$ cat src/rtl/wcs_pkg.sv
package wcs_pkg;
  typedef enum logic [1:0] {
    PH_IDLE  = 2'd0,
    PH_ZERO  = 2'd1,
    PH_LEFT  = 2'd2,
    PH_RIGHT = 2'd3
  } phase_t;
endpackage

$ cat src/rtl/wcs_settle_timer.sv
module wcs_settle_timer #(
  parameter int unsigned CNT_W = 8
) (
  input  logic             clk,
  input  logic             rst_n,
  input  logic             load,
  input  logic [CNT_W-1:0] load_val,
  output logic             expired
);
  logic [CNT_W-1:0] cnt_q;
  logic             armed_q;

  assign expired = armed_q && (cnt_q == '0);

  always_ff @(posedge clk or negedge rst_n) begin
    if (!rst_n) begin
      cnt_q   <= '0;
      armed_q <= 1'b0;
    end else if (load) begin
      cnt_q   <= load_val;
      armed_q <= 1'b1;
    end else if (armed_q) begin
      if (cnt_q == '0) armed_q <= 1'b0;
      else             cnt_q   <= cnt_q - 1'b1;
    end
  end
endmodule

$ cat src/rtl/wcs_center_calc.sv
module wcs_center_calc #(
  parameter int unsigned CODE_W = 4
) (
  input  logic [CODE_W-1:0] nom,
  input  logic [CODE_W-1:0] reach_l,
  input  logic [CODE_W-1:0] reach_r,
  output logic [CODE_W-1:0] centred
);
  localparam int unsigned SW = CODE_W + 2;

  function automatic logic [CODE_W-1:0] centre_of(
    input logic [CODE_W-1:0] n,
    input logic [CODE_W-1:0] l,
    input logic [CODE_W-1:0] r
  );
    logic signed [SW-1:0] diff, half, sum, top;
    diff = $signed({2'b00, r}) - $signed({2'b00, l});
    // halve with truncation toward zero => toward the nominal code
    if (diff < 0) half = -((-diff) >>> 1);
    else          half = diff >>> 1;
    sum = $signed({2'b00, n}) + half;
    top = $signed({2'b00, {CODE_W{1'b1}}});
    if (sum < 0)        return '0;
    else if (sum > top) return '1;
    else                return sum[CODE_W-1:0];
  endfunction

  assign centred = centre_of(nom, reach_l, reach_r);
endmodule

$ cat src/rtl/win_center_search.sv
module win_center_search
  import wcs_pkg::*;
#(
  parameter int unsigned CODE_W   = 4,
  parameter int unsigned SETTLE_W = 8
) (
  input  logic                clk,
  input  logic                rst_n,
  input  logic                start,
  input  logic [CODE_W-1:0]   nominal_in,
  input  logic [SETTLE_W-1:0] settle_cycles,
  input  logic                check_bit,
  output logic                busy,
  output logic                done,
  output logic                fail,
  output logic [CODE_W-1:0]   nominal_code,
  output logic [CODE_W-1:0]   left_code,
  output logic [CODE_W-1:0]   right_code,
  output logic [CODE_W-1:0]   opt_code
);
  localparam logic [CODE_W-1:0] CODE_MAX = {CODE_W{1'b1}};
  localparam logic [CODE_W-1:0] CODE_ONE = {{(CODE_W-1){1'b0}}, 1'b1};

  phase_t              phase_q;
  logic [CODE_W-1:0]   nom_q, left_q, right_q, lreach_q, opt_q;
  logic [SETTLE_W-1:0] settle_q;
  logic                done_q, fail_q;

  // named internal events
  logic                start_acc;
  logic                sample_evt;
  logic                tmr_expired;
  logic                tmr_load;
  logic [SETTLE_W-1:0] tmr_val;
  logic [CODE_W-1:0]   cur_code;
  logic                at_limit;
  logic [CODE_W-1:0]   last_good;
  logic                sweep_goes_on;
  logic [CODE_W-1:0]   centre_res;

  assign start_acc  = (phase_q == PH_IDLE) && start;
  assign sample_evt = (phase_q != PH_IDLE) && tmr_expired;
  assign cur_code   = (phase_q == PH_LEFT) ? left_q : right_q;
  assign at_limit   = (cur_code == CODE_MAX);
  assign last_good  = check_bit ? cur_code : (cur_code - CODE_ONE);

  always_comb begin
    sweep_goes_on = 1'b0;
    unique case (phase_q)
      PH_ZERO:  sweep_goes_on = check_bit;
      PH_LEFT:  sweep_goes_on = 1'b1;
      PH_RIGHT: sweep_goes_on = check_bit && !at_limit;
      default:  sweep_goes_on = 1'b0;
    endcase
  end

  assign tmr_load = start_acc || (sample_evt && sweep_goes_on);
  assign tmr_val  = start_acc ? settle_cycles : settle_q;

  wcs_settle_timer #(.CNT_W(SETTLE_W)) u_timer (
    .clk      (clk),
    .rst_n    (rst_n),
    .load     (tmr_load),
    .load_val (tmr_val),
    .expired  (tmr_expired)
  );

  wcs_center_calc #(.CODE_W(CODE_W)) u_calc (
    .nom     (nom_q),
    .reach_l (lreach_q),
    .reach_r (last_good),
    .centred (centre_res)
  );

  always_ff @(posedge clk or negedge rst_n) begin
    if (!rst_n) begin
      phase_q  <= PH_IDLE;
      nom_q    <= '0;
      settle_q <= '0;
      left_q   <= '0;
      right_q  <= '0;
      lreach_q <= '0;
      opt_q    <= '0;
      done_q   <= 1'b0;
      fail_q   <= 1'b0;
    end else begin
      done_q <= 1'b0;
      if (start_acc) begin
        nom_q    <= nominal_in;
        settle_q <= settle_cycles;
        left_q   <= '0;
        right_q  <= '0;
        fail_q   <= 1'b0;
        phase_q  <= PH_ZERO;
      end else if (sample_evt) begin
        unique case (phase_q)
          PH_ZERO: begin
            if (check_bit) begin
              left_q  <= CODE_ONE;
              phase_q <= PH_LEFT;
            end else begin
              opt_q   <= nom_q;
              fail_q  <= 1'b1;
              done_q  <= 1'b1;
              phase_q <= PH_IDLE;
            end
          end
          PH_LEFT: begin
            if (check_bit && !at_limit) begin
              left_q <= left_q + CODE_ONE;
            end else begin
              lreach_q <= last_good;
              left_q   <= '0;
              right_q  <= CODE_ONE;
              phase_q  <= PH_RIGHT;
            end
          end
          PH_RIGHT: begin
            if (check_bit && !at_limit) begin
              right_q <= right_q + CODE_ONE;
            end else begin
              opt_q   <= centre_res;
              right_q <= '0;
              done_q  <= 1'b1;
              phase_q <= PH_IDLE;
            end
          end
          default: phase_q <= PH_IDLE;
        endcase
      end
    end
  end

  assign busy         = (phase_q != PH_IDLE);
  assign done         = done_q;
  assign fail         = fail_q;
  assign nominal_code = nom_q;
  assign left_code    = left_q;
  assign right_code   = right_q;
  assign opt_code     = opt_q;
endmodule

$ cat config.mk
export PLATFORM = sky130hd
export DESIGN_NAME = win_center_search
export DESIGN_NICKNAME = d
export VERILOG_FILES = /design/src/rtl/wcs_pkg.sv /design/src/rtl/wcs_settle_timer.sv /design/src/rtl/wcs_center_calc.sv /design/src/rtl/win_center_search.sv
export SDC_FILE = /design/constraint.sdc
export NUM_CORES = 1
export LEC_CHECK = 0
export BUFFER_PORTS_ARGS = -buffer_cell sky130_fd_sc_hd__buf_2
export CAP_MARGIN = 0
export CORE_AREA = 4 4 85 87
export DETAILED_ROUTE_END_ITERATION = 6
export DIE_AREA = 0 0 89 91
export RECOVER_POWER = 50
export SLEW_MARGIN = 20
export SYNTH_ARGS = -nofsm -noshare
export SYNTH_HDL_FRONTEND = slang
export SYNTH_SLANG_ARGS = --single-unit
$ cat constraint.sdc
create_clock -name clk -period 7.2 [get_ports clk]
set_input_delay 1.08 -clock clk [delete_from_list [all_inputs] [get_ports clk]]
set_output_delay 1.08 -clock clk [all_outputs]
set_load 0.005 [all_outputs]
---- Word level (Yosys, flattened, before mapping) ----
Cells that the tools add are included.
Widths: inputs -> output; s select.
word-level totals
  register bits after elaboration ......... 41
  bits of input ports ..................... 16
  output and inout bits ................... 19
  word-level logic and storage cells ...... 99
cells by class
  reduce and logical (&&, ||, !) cells .... 23
  order comparisons ....................... 3
  mux-type cells .......................... 41
  bitwise logic cells ..................... 2
  equal/unequal tests ..................... 11
  add/sub/neg operators ................... 8
operator list
  operator             count
  $mux 4               14
  $mux 8               4
  $pmux 4 s2           3
  $neg 5->6            2
  $reduce_and 3->1     4
  $mux 1               11
  $mux 2               5
  $reduce_bool 2->1    5
  $ne 3x3->1 const B   3
  $add 4x1->4 const B  2
  $logic_not 8->1      1
  $sub 8x1->8 const B  1
  $add 5x6->6          1
  $gt 6x5->1 const B   1
  $lt 6x1->1 const B   1
  $mux 6               1
  $ne 2x2->1 const B   3
  $pmux 2 s3           1
  $reduce_bool 3->1    2
  $logic_and 1x1->1    5
  $lt 5x1->1 const B   1
  $reduce_and 5->1     1
  $sub 4x4->5          1
  $eq 2x2->1 const B   2
  12 further kinds     13

---- Longest topological paths before layout ----
  depth after elaboration ................. 14
  depth in mapped cells ................... 24
  depth with buffers taken out ............ 23

---- Hierarchy ----
A second synthesis with hierarchy kept.
second synthesis, totals
  cells, all modules ...................... 328
  area total of the unflattened synthesis .. 3,004.1 µm²
modules (own cells, without submodules)
  module             seq. area each (µm²)  instances  area each (µm²)  cells each
  win_center_search  800.8                 1          1,750.4          178
  wcs_center_calc    0.0                   1          678.2            90
  wcs_settle_timer   225.2                 1          575.6            60

---- Worst setup path before layout ----
No wires, ideal clock.
  path type ............................... input to register
  from .................................... input port check_bit
  to ...................................... register opt_q[2], in the netlist opt_code[2]
  path buffers ............................ 1
  stages .................................. 21
  arrival time ............................ 4,771 ps
  data required time ...................... 7,065 ps
  library setup time ...................... 135 ps
  slack ................................... 2,295 ps
  path through ............................ clkbuf_1 nor2_1 xor2_1 o21ai_0 fa_1 ha_1 nand2b_1 nand2_1 ha_1 inv_1 xnor2_1 nor2_1 xnor2_1 ha_1 o21a_1 a21oi_1 nor2_1 a211o_1 o211a_1 nor2_1 a21oi_1
on the way
  cells in the longest elaborated chain, start to end .. 11
  elaborated cells on any way between the ends .. 17
  those cells by class .................... 4 x add/sub; 3 x order compare; 2 x eq/ne; 6 x mux; 2 x reduce/logical
ends and longest elaborated chain
  what                    RTL line                  source
  start: declaration      win_center_search.sv:12   input logic check_bit,
  $mux 4                  win_center_search.sv:45   assign last_good = check_bit ? cur_code : (cur_code - CODE_ONE);
  $sub 4x4->5             wcs_center_calc.sv:17     diff = $signed({2'b00, r}) - $signed({2'b00, l});
  $neg 5->6 (2 in a row)  wcs_center_calc.sv:19     if (diff < 0) half = -((-diff) >>> 1);
  $mux 6                  wcs_center_calc.sv:19
  $add 5x6->6             wcs_center_calc.sv:21     sum = $signed({2'b00, n}) + half;
  $gt 6x5->1              wcs_center_calc.sv:24     else if (sum > top) return '1;
  $mux 4                  wcs_center_calc.sv:24
  $mux 4                  wcs_center_calc.sv:23     if (sum < 0) return '0;
  $mux 4                  win_center_search.sv:119  if (check_bit && !at_limit) begin
  $pmux 4 s2              win_center_search.sv:96   unique case (phase_q)
  end signal: assignment  win_center_search.sv:102  opt_q <= nom_q;
  end signal: assignment  win_center_search.sv:122  opt_q <= centre_res;
  end: declaration        win_center_search.sv:25   logic [CODE_W-1:0] nom_q, left_q, right_q, lreach_q, opt_q;
Parallel ways exist; a longest one is shown, timed or not. The select of a mux whose other input is x is not followed.
A chain may end at the register's enable or synchronous reset.

---- Final worst setup path ----
  from .................................... register phase_q[0]
  to ...................................... register opt_q[0], in the netlist opt_code[0]
on the way
  cells in the longest elaborated chain, start to end .. 14
  elaborated cells on any way between the ends .. 30
  those cells by class .................... 5 x add/sub; 3 x order compare; 6 x eq/ne; 7 x mux; 1 x bitwise; 8 x reduce/logical
ends and longest elaborated chain
  what                      RTL line                  source
  start: declaration        win_center_search.sv:24   phase_t phase_q;
  start signal: assignment  win_center_search.sv:77   phase_q <= PH_IDLE;
  start signal: assignment  win_center_search.sv:94   phase_q <= PH_ZERO;
  start signal: assignment  win_center_search.sv:100  phase_q <= PH_LEFT;
  $eq 2x2->1                win_center_search.sv:43   assign cur_code = (phase_q == PH_LEFT) ? left_q : right_q;
  $mux 4                    win_center_search.sv:43
  $sub 4x1->4               win_center_search.sv:45
  $mux 4                    win_center_search.sv:45
  $sub 4x4->5               wcs_center_calc.sv:17
  $neg 5->6 (2 in a row)    wcs_center_calc.sv:19
  $mux 6                    wcs_center_calc.sv:19
  $add 5x6->6               wcs_center_calc.sv:21
  $gt 6x5->1                wcs_center_calc.sv:24
  $mux 4                    wcs_center_calc.sv:24
  $mux 4                    wcs_center_calc.sv:23
  $mux 4                    win_center_search.sv:119
  $pmux 4 s2                win_center_search.sv:96
Parallel ways exist; a longest one is shown, timed or not. The select of a mux whose other input is x is not followed.

==> metrics.txt <==
first-pass GRT wire length=10100 um; critical path type=flop to flop; fin area=3130 um2; critical path arrival=5.35 ns; vias in the first global route=2143; initial DRC count=85; ANT cells=0; Final period util=0.720; num rows=29; Clock transition at path regs=0.09 ns; clock buffer depth=2; Static Leak=1.43 nW; post-synth top area cell=dfrtp_1; maximum vdd drop=between 0.2 and 0.3 mV; max-slew violations=42; Worst Max-Slew Pin Slew=2.23 ns; gr usage total=0.155; Yosys reg bits=41; CP Launch Type=flop; TritonCTS Buffers=5; number of remaining DRC errors=0; Die Height=91 um; Max Cap Viol=1; setup tns final=0 ns; post-DP HPWL=4340 um; Core Area=~6300 um2; Syn Area/Cell=9.54 um2; Setup violations, final=0; Overflow after GRT=0; Sink Count=around 40; fill count=just over 600; most numerous cell in the Yosys netlist=dfrtp_1; vias=between 2000 and 2500; area of the mapped netlist=2820 um2; PwrDens=~470 nW/um2; Post-CTS Setup Bufs=0; Area after DPL=3050 um2; CP Data Required Time=7.37 ns; Cells after Synth=296; die area=~8000 um2; Via density=5.34; post-route minimum period=5.18 ns; Hold Buf Count CTS=0; area share of the largest cell type after synthesis=0.363; Hold WC Path Type=flop to flop; Crit. End Element=flop; P&R area growth vs syn=10.9%; antenna violations before repair=0; Initial Utilization=0.445; Synthesized Nets=334; H-tree depth=2; pin count of the biggest net entering global routing=42; Routed WL=approximately 5800 um; maximum clock frequency=just under 200 MHz; final hold vios=0; Synth Flop Type=dfrtp_1; layout cells sized above 1=0.185; worst relative slew slack=-0.486; DR WL/cell=14.3 um; Post-synth top cells=41 x dfrtp_1, 29 x nor2_1, 22 x a21oi_1, 21 x nand2_1, 20 x ha_1; drt first pass iters=4; EDFF count, synth=0; PostCTS Resize Cnt=0; final weighted congestion in routability-driven placement=0.839; ys async rst share=1.00; Nets=~370; status=complete, but fails checks; IO buf count=34; num ports=35; worst skew pair latency=0.30 ns; Worst Path Max Fanout=18; DRT antenna net count=0; sequential share of the synthesized area=0.363; Clock Tree Root=clkbuf_8; largest cells by area after synthesis=dfrtp_1 36%, ha_1 8.9%, mux2_2 6.4%; failing checks=capacitance limit, slew limit; clk_skew=0.0103 ns; CTS tree=yes; synth warn=0; synth unique cells=50; RSZ-0062 raised after global routing=false; Die W=89 um
[cells by family (layout without fill, tap and decap cells)]
group	count (synthesis)	after routing	synth area share
buffers and inverters	25	58	0.0355
adder cells (fa/ha/maj)	22	22	0.103
flip-flops	41	41	0.363
multiplexers	31	31	0.120
AND/OR/NAND/NOR	93	93	0.168
AO/OA/AOI/OAI	61	61	0.139
XOR/XNOR	23	23	0.0714
[worst max-delay path: stages, from the launching register on]
cell and delay [ns]:
dfrtp_1 0.41, inv_1 0.16, ha_1 0.60, mux2i_1 0.28
xnor2_1 0.16, ha_1 0.21, fa_1 0.47, ha_1 0.26
nand2b_1 0.19, nand2_1 0.08, ha_1 0.18, inv_1 0.07
xnor2_1 0.15, nor2_1 0.06, xnor2_1 0.14, ha_1 0.35
o21a_1 0.15, a21oi_1 0.10, a2111oi_0 0.49, a31oi_1 0.15
o211a_1 0.19, nor2_1 0.12, a21oi_1 0.05
[metal layers]
| metal | vias to the layer above | global-route usage | part of all wire |
|---|---|---|---|
| li1 | 1087 | - | - |
| met1 | 1046 | 0.212 | 0.48 |
| met2 | 30 | 0.255 | 0.48 |
| met3 | 7 | 0.0226 | 0.030 |
| met4 | 0 | 0.0447 | 0.011 |
| met5 | - | 0 | 0 |
[power by group]
group / switching, W / internal [W]
sequential: 0.0000630 / 0.000300
combinational: 0.000517 / 0.000422
clock: 0.0000859 / 0.0000684
total: 0.000666 / 0.000791
[metrics by stage]
stage          setup slack (ns)  hold slack, ns  utilization  power (W)  instances
2_1_floorplan              2.29           0.456            -    0.00112        296
3_3_place_gp               2.07           0.474        0.480    0.00130        398
3_5_place_dp               1.95           0.482        0.480    0.00131        398
4_1_cts                    2.07           0.500        0.494    0.00147        406
5_1_grt                    1.58           0.522        0.493    0.00161        406
6_report                   2.02           0.493        0.493    0.00146        406
[layout make-up]
type / instances / area (um2) / share of cell area
Multi-Input combinational cell: 230 / 1700 / 0.542
Sequential cell: 41 / 1030 / 0.328
Tap cell: 77 / 96.3 / 0.0308
Inverter: 16 / 60.1 / 0.0192
Timing Repair Buffer: 34 / 164 / 0.0524
Clock buffer: 6 / 72.6 / 0.0232
Clock inverter: 2 / 15.0 / 0.00480
[flip-flops by register name (all words and copies together), names as in the netlist, 2 cells and up]
register       cells
right_code         4
u_timer.cnt_q      8
left_code          4
phase_q            2
settle_q           8
lreach_q           4
nominal_code       4
opt_code           4
[cell usage in the layout, fill, tap and decap left out, drive strengths merged, types with 3 or more instances in the layout]
cell,count
a211oi,3
a21o,4
a21oi,23
buf,29
clkbuf,11
dfrtp,41
ha,20
inv,16
mux2,23
mux2i,8
nand2,21
nand2b,8
nand3,9
nor2,31
nor2b,3
nor4,5
o21ai,17
or2,3
or3,3
xnor2,14
xor2,9
[final timing paths]
path | endpoint | cells past startpoint | slack, ns | from
max in group asynchronous | nominal_code[3] | 1 | 4.49 | rst_n
min in group asynchronous | settle_q[5] | 1 | 1.43 | rst_n
worst min-delay path | lreach_q[0] | 2 | 0.49 | lreach_q[0]
worst max register to register | opt_code[0] | 22 | 2.02 | phase_q[0]
worst min register to register | lreach_q[0] | 2 | 0.49 | lreach_q[0]
worst max-delay path | opt_code[0] | 22 | 2.02 | phase_q[0]
Power figures use the tool's default switching activity.
